File: src/rtl/etc_pkg.sv
package etc_pkg;
  typedef enum logic [2:0] {
    ST_IDLE,
    ST_CTL,
    ST_CHR,
    ST_CNT,
    ST_REP
  } etc_state_e;
endpackage

File: src/rtl/etc_opt_reg.sv
module etc_opt_reg #(
  parameter int REG_W  = 8,
  parameter int EN_BIT = 5
) (
  input  logic             clk_i,
  input  logic             rst_ni,
  input  logic             we_i,
  input  logic [REG_W-1:0] wdata_i,
  output logic             en_o,
  output logic [REG_W-1:0] rdata_o
);
  logic en_q;

  always_ff @(posedge clk_i or negedge rst_ni) begin
    if (!rst_ni)   en_q <= 1'b0;
    else if (we_i) en_q <= wdata_i[EN_BIT];
  end

  always_comb begin
    rdata_o         = '0;
    rdata_o[EN_BIT] = en_q;
  end

  assign en_o = en_q;
endmodule

File: src/rtl/etc_tx_stage.sv
module etc_tx_stage #(
  parameter int DATA_W = 8
) (
  input  logic              clk_i,
  input  logic              rst_ni,
  input  logic              load_i,
  input  logic [DATA_W-1:0] data_i,
  input  logic              tx_ready_i,
  output logic              tx_valid_o,
  output logic [DATA_W-1:0] tx_data_o,
  output logic              slot_free_o
);
  logic              vld_q;
  logic [DATA_W-1:0] dat_q;

  always_ff @(posedge clk_i or negedge rst_ni) begin
    if (!rst_ni) begin
      vld_q <= 1'b0;
      dat_q <= '0;
    end else if (load_i) begin
      vld_q <= 1'b1;
      dat_q <= data_i;
    end else if (tx_ready_i) begin
      vld_q <= 1'b0;
    end
  end

  assign slot_free_o = !vld_q || tx_ready_i;
  assign tx_valid_o  = vld_q;
  assign tx_data_o   = dat_q;
endmodule

File: src/rtl/etc_rep_ctr.sv
module etc_rep_ctr #(
  parameter int CNT_W    = 8,
  parameter int MIN_CONT = 3
) (
  input  logic             clk_i,
  input  logic             rst_ni,
  input  logic             load_i,
  input  logic [CNT_W-1:0] count_i,
  input  logic             dec_i,
  output logic             done_o,
  output logic             last_o,
  output logic             cont_o
);
  localparam logic [CNT_W-1:0] MinCnt = CNT_W'(MIN_CONT);

  logic [CNT_W-1:0] cnt_q;
  logic             cont_q;

  always_ff @(posedge clk_i or negedge rst_ni) begin
    if (!rst_ni) begin
      cnt_q  <= '0;
      cont_q <= 1'b0;
    end else if (load_i) begin
      // zero count selects endless mode with a floor of MIN_CONT sends
      cont_q <= (count_i == '0);
      cnt_q  <= (count_i == '0) ? MinCnt : count_i;
    end else if (dec_i && cnt_q != '0) begin
      cnt_q <= cnt_q - 1'b1;
    end
  end

  assign done_o = (cnt_q == '0);
  assign last_o = (cnt_q == CNT_W'(1));
  assign cont_o = cont_q;
endmodule

File: src/rtl/etc_parser.sv
module etc_parser
  import etc_pkg::*;
#(
  parameter int                 DATA_W     = 8,
  parameter logic [DATA_W-1:0]  START_CODE = DATA_W'(128)
) (
  input  logic              clk_i,
  input  logic              rst_ni,
  input  logic              en_i,
  input  logic              fifo_valid_i,
  input  logic [DATA_W-1:0] fifo_data_i,
  output logic              fifo_ready_o,
  input  logic              slot_free_i,
  output logic              tx_load_o,
  output logic [DATA_W-1:0] tx_load_data_o,
  input  logic              cnt_done_i,
  input  logic              cnt_last_i,
  input  logic              cnt_cont_i,
  output logic              ctr_load_o,
  output logic              ctr_dec_o,
  output logic              c_lead_o,
  output logic              cmd_err_o
);
  etc_state_e        st_q, st_d;
  logic [DATA_W-1:0] chr_q;
  logic              c_q, c_next_q, first_q, err_q;
  logic              rep_fire, accept, ctl_rsvd;

  assign accept   = fifo_valid_i && fifo_ready_o;
  assign ctl_rsvd = (fifo_data_i[DATA_W-1:1] != '0);

  always_comb begin
    st_d           = st_q;
    fifo_ready_o   = 1'b0;
    tx_load_o      = 1'b0;
    tx_load_data_o = fifo_data_i;
    ctr_load_o     = 1'b0;
    ctr_dec_o      = 1'b0;
    rep_fire       = 1'b0;
    unique case (st_q)
      ST_IDLE: begin
        if (en_i && fifo_valid_i && fifo_data_i == START_CODE) begin
          fifo_ready_o = 1'b1;
          st_d         = ST_CTL;
        end else begin
          fifo_ready_o = slot_free_i;
          tx_load_o    = fifo_valid_i && slot_free_i;
        end
      end
      ST_CTL: begin
        if (!en_i) st_d = ST_IDLE;
        else begin
          fifo_ready_o = 1'b1;
          if (fifo_valid_i) st_d = ST_CHR;
        end
      end
      ST_CHR: begin
        if (!en_i) st_d = ST_IDLE;
        else begin
          fifo_ready_o = 1'b1;
          if (fifo_valid_i) st_d = ST_CNT;
        end
      end
      ST_CNT: begin
        if (!en_i) st_d = ST_IDLE;
        else begin
          fifo_ready_o = 1'b1;
          if (fifo_valid_i) begin
            st_d       = ST_REP;
            ctr_load_o = 1'b1;
          end
        end
      end
      ST_REP: begin
        // endless mode ends once the floor is met and new data waits
        if (cnt_done_i && cnt_cont_i && fifo_valid_i) begin
          st_d = ST_IDLE;
        end else if (slot_free_i) begin
          tx_load_o      = 1'b1;
          tx_load_data_o = chr_q;
          rep_fire       = 1'b1;
          ctr_dec_o      = !cnt_done_i;
          if (!cnt_cont_i && cnt_last_i) st_d = ST_IDLE;
        end
      end
      default: st_d = ST_IDLE;
    endcase
  end

  always_ff @(posedge clk_i or negedge rst_ni) begin
    if (!rst_ni) begin
      st_q     <= ST_IDLE;
      chr_q    <= '0;
      c_q      <= 1'b0;
      c_next_q <= 1'b0;
      first_q  <= 1'b0;
      err_q    <= 1'b0;
    end else begin
      st_q <= st_d;
      if (st_q == ST_CTL && accept) begin
        if (ctl_rsvd) begin
          err_q    <= 1'b1;
          c_next_q <= c_q;
        end else begin
          c_next_q <= fifo_data_i[0];
        end
      end
      if (st_q == ST_CHR && accept) chr_q <= fifo_data_i;
      if (ctr_load_o) first_q <= 1'b1;
      else if (rep_fire && first_q) begin
        first_q <= 1'b0;
        c_q     <= c_next_q;
      end
    end
  end

  assign c_lead_o  = c_q;
  assign cmd_err_o = err_q;
endmodule

File: src/rtl/etc_repeater.sv
module etc_repeater #(
  parameter int                DATA_W     = 8,
  parameter int                REG_W      = 8,
  parameter int                EN_BIT     = 5,
  parameter int                MIN_CONT   = 3,
  parameter logic [DATA_W-1:0] START_CODE = DATA_W'(128)
) (
  input  logic              clk_i,
  input  logic              rst_ni,
  input  logic              cfg_we_i,
  input  logic [REG_W-1:0]  cfg_wdata_i,
  output logic [REG_W-1:0]  cfg_rdata_o,
  input  logic              fifo_valid_i,
  input  logic [DATA_W-1:0] fifo_data_i,
  output logic              fifo_ready_o,
  output logic              tx_valid_o,
  output logic [DATA_W-1:0] tx_data_o,
  input  logic              tx_ready_i,
  output logic              c_lead_o,
  output logic              cmd_err_o
);
  logic              en;
  logic              slot_free, tx_load;
  logic [DATA_W-1:0] tx_load_data;
  logic              ctr_load, ctr_dec, cnt_done, cnt_last, cnt_cont;

  etc_opt_reg #(.REG_W(REG_W), .EN_BIT(EN_BIT)) u_opt (
    .clk_i   (clk_i),
    .rst_ni  (rst_ni),
    .we_i    (cfg_we_i),
    .wdata_i (cfg_wdata_i),
    .en_o    (en),
    .rdata_o (cfg_rdata_o)
  );

  etc_parser #(.DATA_W(DATA_W), .START_CODE(START_CODE)) u_parser (
    .clk_i          (clk_i),
    .rst_ni         (rst_ni),
    .en_i           (en),
    .fifo_valid_i   (fifo_valid_i),
    .fifo_data_i    (fifo_data_i),
    .fifo_ready_o   (fifo_ready_o),
    .slot_free_i    (slot_free),
    .tx_load_o      (tx_load),
    .tx_load_data_o (tx_load_data),
    .cnt_done_i     (cnt_done),
    .cnt_last_i     (cnt_last),
    .cnt_cont_i     (cnt_cont),
    .ctr_load_o     (ctr_load),
    .ctr_dec_o      (ctr_dec),
    .c_lead_o       (c_lead_o),
    .cmd_err_o      (cmd_err_o)
  );

  etc_rep_ctr #(.CNT_W(DATA_W), .MIN_CONT(MIN_CONT)) u_ctr (
    .clk_i   (clk_i),
    .rst_ni  (rst_ni),
    .load_i  (ctr_load),
    .count_i (fifo_data_i),
    .dec_i   (ctr_dec),
    .done_o  (cnt_done),
    .last_o  (cnt_last),
    .cont_o  (cnt_cont)
  );

  etc_tx_stage #(.DATA_W(DATA_W)) u_tx (
    .clk_i       (clk_i),
    .rst_ni      (rst_ni),
    .load_i      (tx_load),
    .data_i      (tx_load_data),
    .tx_ready_i  (tx_ready_i),
    .tx_valid_o  (tx_valid_o),
    .tx_data_o   (tx_data_o),
    .slot_free_o (slot_free)
  );
endmodule

File: config.mk
export PLATFORM = sky130hd
export DESIGN_NAME = etc_repeater
export DESIGN_NICKNAME = d
export VERILOG_FILES = /design/src/rtl/etc_pkg.sv /design/src/rtl/etc_opt_reg.sv /design/src/rtl/etc_tx_stage.sv /design/src/rtl/etc_rep_ctr.sv /design/src/rtl/etc_parser.sv /design/src/rtl/etc_repeater.sv
export SDC_FILE = /design/constraint.sdc
export NUM_CORES = 1
export LEC_CHECK = 0
export ABC_AREA = 1
export BUFFER_PORTS_ARGS = -buffer_cell sky130_fd_sc_hd__buf_2
export CAP_MARGIN = 0
export CORE_ASPECT_RATIO = 1.2
export CORE_MARGIN = 2
export CORE_UTILIZATION = 32
export DETAILED_ROUTE_END_ITERATION = 10
export MAX_ROUTING_LAYER = met4
export SYNTH_ARGS = -nofsm -noshare
export SYNTH_HDL_FRONTEND = slang
export SYNTH_SLANG_ARGS = --single-unit
File: constraint.sdc
create_clock -name clk_i -period 1.65 [get_ports clk_i]
set_clock_uncertainty 0.05 [all_clocks]
set_input_delay 0.33 -clock clk_i [delete_from_list [all_inputs] [get_ports clk_i]]
set_output_delay 0.33 -clock clk_i [all_outputs]
set_load 0.02 [all_outputs]
==> reports/summary.md <==
The first global-routing pass estimated 8830 um of wire. Counting tap cells, the placed design contains a total of 411 instances. Critical path launch point type: a flip-flop.

The run gives 0.847 as the final RePlAce weighted congestion. Port buffering added 26 buffers. The worst reg2reg path depth came out at 10.

Cells with a size suffix above 1 make up 25.2% of the layout. The run gives 285 as the cell count after synthesis. For this run, the register share of the synthesized area comes to 41.2%. The flow ran to the end, but the final reports show violations. The area after detailed placement is 0.00242 sq mm, and the average footprint of a synthesized cell is 7.25 sq um. The first routing iteration left 137 violations. Power density relative to cell area: 1460 mW/mm^2. The synthesized area is 0.00207 sq mm.

Summed over all layers, the routed wires come to 5190 um. Synthesis-to-finish area growth: 26.2%. The tools report the number of sinks on the clock net as 34. The mean number of vias per cell was 4.58; the required time of the critical path was 1.27 ns. Setup repair after global routing could not meet its margin everywhere. The tightest min-delay check is of the in2reg type.

The wire-length estimate of the detail-placed layout is 3970 um. Entering global routing, the biggest net connects 19 pins. For the number of buffers between clock root and the deepest sink, the log shows 2. In this run the standard cell core region covers 0.00633 sq mm.

Max-cap violation count: 0. The initial utilization of the core area, before any placement, comes to 32.7%. The Yosys step of the flow raised 0 warnings. Subtracting the final worst setup slack from the clock period gives 1.75 ns. The type of destination of the critical path is an output port. The final reports fail on setup timing. Setup total negative slack on the finished layout was measured at -0.104 ns. In this run, synthesis produced a sequential element count of 34. The diode insertion count for antenna repair was 0; the post-layout worst setup margin was -0.104 ns. The vertical extent of the die is 92.0 um, and the number of failing hold endpoints at the final stage is 0.

The residual DRC count is 0. The final non-filler cell total is 426, and the highest clock rate is 570 MHz. The count of nets left with antenna violations once routing finished came out at 0.

Pin placement for this block handled 41 I/O pins. The final layout net count was 365. The clock tree synthesis step divided the H-tree into 2 levels. For the worst setup path, the data arrival time is 1.37 ns.

The row count is 32, and the worst hold margin is 0.202 ns. For the static leakage, the log shows 1.42 nW. The cell area after layout was 0.00261 sq mm. TritonCTS built the clock tree. The logs give 16.3% for the all-layer global routing usage and 1953 for the vias after detailed routing.

The logs give 0 for the count of pins over their slew limit and 843 uV for the maximum resistive drop on vdd. The category of the most critical setup path was reg2out. Global routing finished with a remaining overflow of 0. The floorplan die width is 77.4 um, and the count of different cell masters after synthesis is 30. Maximum fanout along the worst path: 5.

In the finished design, the share of the clock period the worst path needs comes to 106%. The number of antenna violations at the first check in global routing was 0. Cell accounting for the most synthesized area: sky130_fd_sc_hd__dfrtp_1. The tools report the clock latency on the worst-skew pair as 0.29 ns. By area the synthesized netlist is led by sky130_fd_sc_hd__dfrtp_1, sky130_fd_sc_hd__nand2_1, sky130_fd_sc_hd__inv_1. For the first-pass detailed-route iteration total, the log shows 4. The total setup violations reported at the end of the flow came out at 1. Clock tree synthesis inserted a total of 5 buffers. The area of the die was 0.00712 sq mm; the number of global-route vias before repair was 1869. The worst hold path depth works out to 3. The fraction of synthesized cell area taken by the top area cell type was 41.2%; the clock transition at the register clock pins on the worst setup and hold paths after CTS was 0.06 ns.

Dividing the detail-routed wire length by the instance count gives 12.2 um. The tree is rooted in a sky130_fd_sc_hd__clkbuf_8.
synth_stat cells:
master	number
sky130_fd_sc_hd__o21ai_2	1
sky130_fd_sc_hd__nand2_4	1
sky130_fd_sc_hd__clkinv_2	1
sky130_fd_sc_hd__a21oi_1	3
sky130_fd_sc_hd__a21oi_4	1
sky130_fd_sc_hd__inv_2	1
sky130_fd_sc_hd__xor2_1	1
sky130_fd_sc_hd__nand3_2	2
sky130_fd_sc_hd__inv_1	38
sky130_fd_sc_hd__o21bai_1	1
sky130_fd_sc_hd__nand3b_4	1
sky130_fd_sc_hd__o22ai_1	3
sky130_fd_sc_hd__o21ai_0	16
sky130_fd_sc_hd__nor2_1	16
sky130_fd_sc_hd__a21oi_2	1
sky130_fd_sc_hd__clkinv_1	1
sky130_fd_sc_hd__nand4_2	1
sky130_fd_sc_hd__nand2_1	96
sky130_fd_sc_hd__clkbuf_1	2
sky130_fd_sc_hd__buf_6	1
sky130_fd_sc_hd__ha_1	3
sky130_fd_sc_hd__nand4_1	20
sky130_fd_sc_hd__buf_4	10
sky130_fd_sc_hd__buf_2	1
sky130_fd_sc_hd__conb_1	1
sky130_fd_sc_hd__nor2_2	2
sky130_fd_sc_hd__nand3b_1	2
sky130_fd_sc_hd__nor3_1	1
sky130_fd_sc_hd__nand3_1	23
sky130_fd_sc_hd__dfrtp_1	34
report_power, final:
group,leakage (nW),switching (mW),internal (mW)
clock network,0.0438,0.308,0.283
registers,0.426,0.182,1.15
logic,0.947,1.15,0.724
total,1.42,1.64,2.16
final cells by class:
cell class              instances  area, sq um
clock buffers                   5         68.8
clock inverters                 2         10.0
fillers                       683         3720
inverters                      41          155
multi-input cells             202         1020
flip-flops and latches         34          851
well taps                      85          106
repair buffers                 57          397
registers in the layout (all words and copies together), names as in the netlist:
name,count
u_parser.chr_q,8
u_tx.tx_data_o,8
u_tx.tx_valid_o,1
u_opt.en_o,1
u_ctr.cont_o,1
u_parser.first_q,1
u_parser.st_q,3
u_parser.cmd_err_o,1
u_parser.c_next_q,1
u_ctr.cnt_q,8
u_parser.c_lead_o,1
per-layer routing:
metal  GRT usage (%)  wire (um)  share of wire [%]  vias up
met2            26.6       2490                 48       37
met5               -          0                  0        -
met3            2.85        164                3.2       11
li1                -          -                  -     1008
met1            20.1       2390                 46      897
met4            6.40        144                2.8        0
critical path: stages, from the launching register on:
cell                      delay [ns]
sky130_fd_sc_hd__dfrtp_1        0.39
sky130_fd_sc_hd__nor2_2         0.12
sky130_fd_sc_hd__inv_2          0.07
sky130_fd_sc_hd__a21oi_2        0.17
sky130_fd_sc_hd__inv_2          0.06
sky130_fd_sc_hd__a21oi_4        0.14
sky130_fd_sc_hd__buf_6          0.14
cells by family (layout without fill, tap and decap cells):
family / after synthesis / in the layout / synth area share [%]
simple gates: 165 / 165 / 36.6
buf+inv: 55 / 105 / 12.3
flops: 34 / 34 / 41.2
compound gates: 26 / 26 / 7.51
fa+ha+maj: 3 / 3 / 1.82
other cells: 1 / 7 / 0.181
xor+xnor: 1 / 1 / 0.424
worst paths after layout:
path | from | endpoint | slack, ns
max in group asynchronous | rst_ni | u_parser.c_lead_o$_DFFE_PN0P_ | 0.64
max | u_parser.st_q[1]$_DFFE_PN0P_ | fifo_ready_o | -0.10
min in group asynchronous | rst_ni | u_tx.tx_data_o[7]$_DFFE_PN0P_ | 0.46
min reg2reg | u_parser.cmd_err_o$_DFFE_PN0P_ | u_parser.cmd_err_o$_DFFE_PN0P_ | 0.42
min | cfg_wdata_i[5] | u_opt.en_o$_DFFE_PN0P_ | 0.20
max reg2reg | u_ctr.cnt_q[0]$_DFFE_PN0P_ | u_tx.tx_data_o[0]$_DFFE_PN0P_ | 0.10
metrics by stage:
stage	setup WS, ns	util [%]	total power [mW]
finish	-0.104	41.2	3.80
detailed placement	0.0159	38.3	3.13
CTS	-0.112	40.0	3.77
floorplan	0.0760	-	2.55
global route	-0.162	41.2	4.16
global placement	0.0561	38.3	3.09
cell usage in the layout (no fill, tap or decap), types with 7 or more instances in the layout:
cell type                  n
sky130_fd_sc_hd__buf_2    25
sky130_fd_sc_hd__buf_4    28
sky130_fd_sc_hd__conb_1    7
sky130_fd_sc_hd__dfrtp_1  34
sky130_fd_sc_hd__inv_1    36
sky130_fd_sc_hd__nand2_1  94
sky130_fd_sc_hd__nand3_1  23
sky130_fd_sc_hd__nand4_1  20
sky130_fd_sc_hd__nor2_1   11
sky130_fd_sc_hd__o21ai_0  16
what timing repair did:
action                                 4_1_cts  5_1_grt
setup endpoints to repair                    1       21
pin swaps                                    1        3
endpoints found under the hold margin       16        0
gates resized for setup                      2       13
buffers inserted                             1        6
hold buffers                                 1        0
Note: power is estimated with default switching activity, not from simulation.
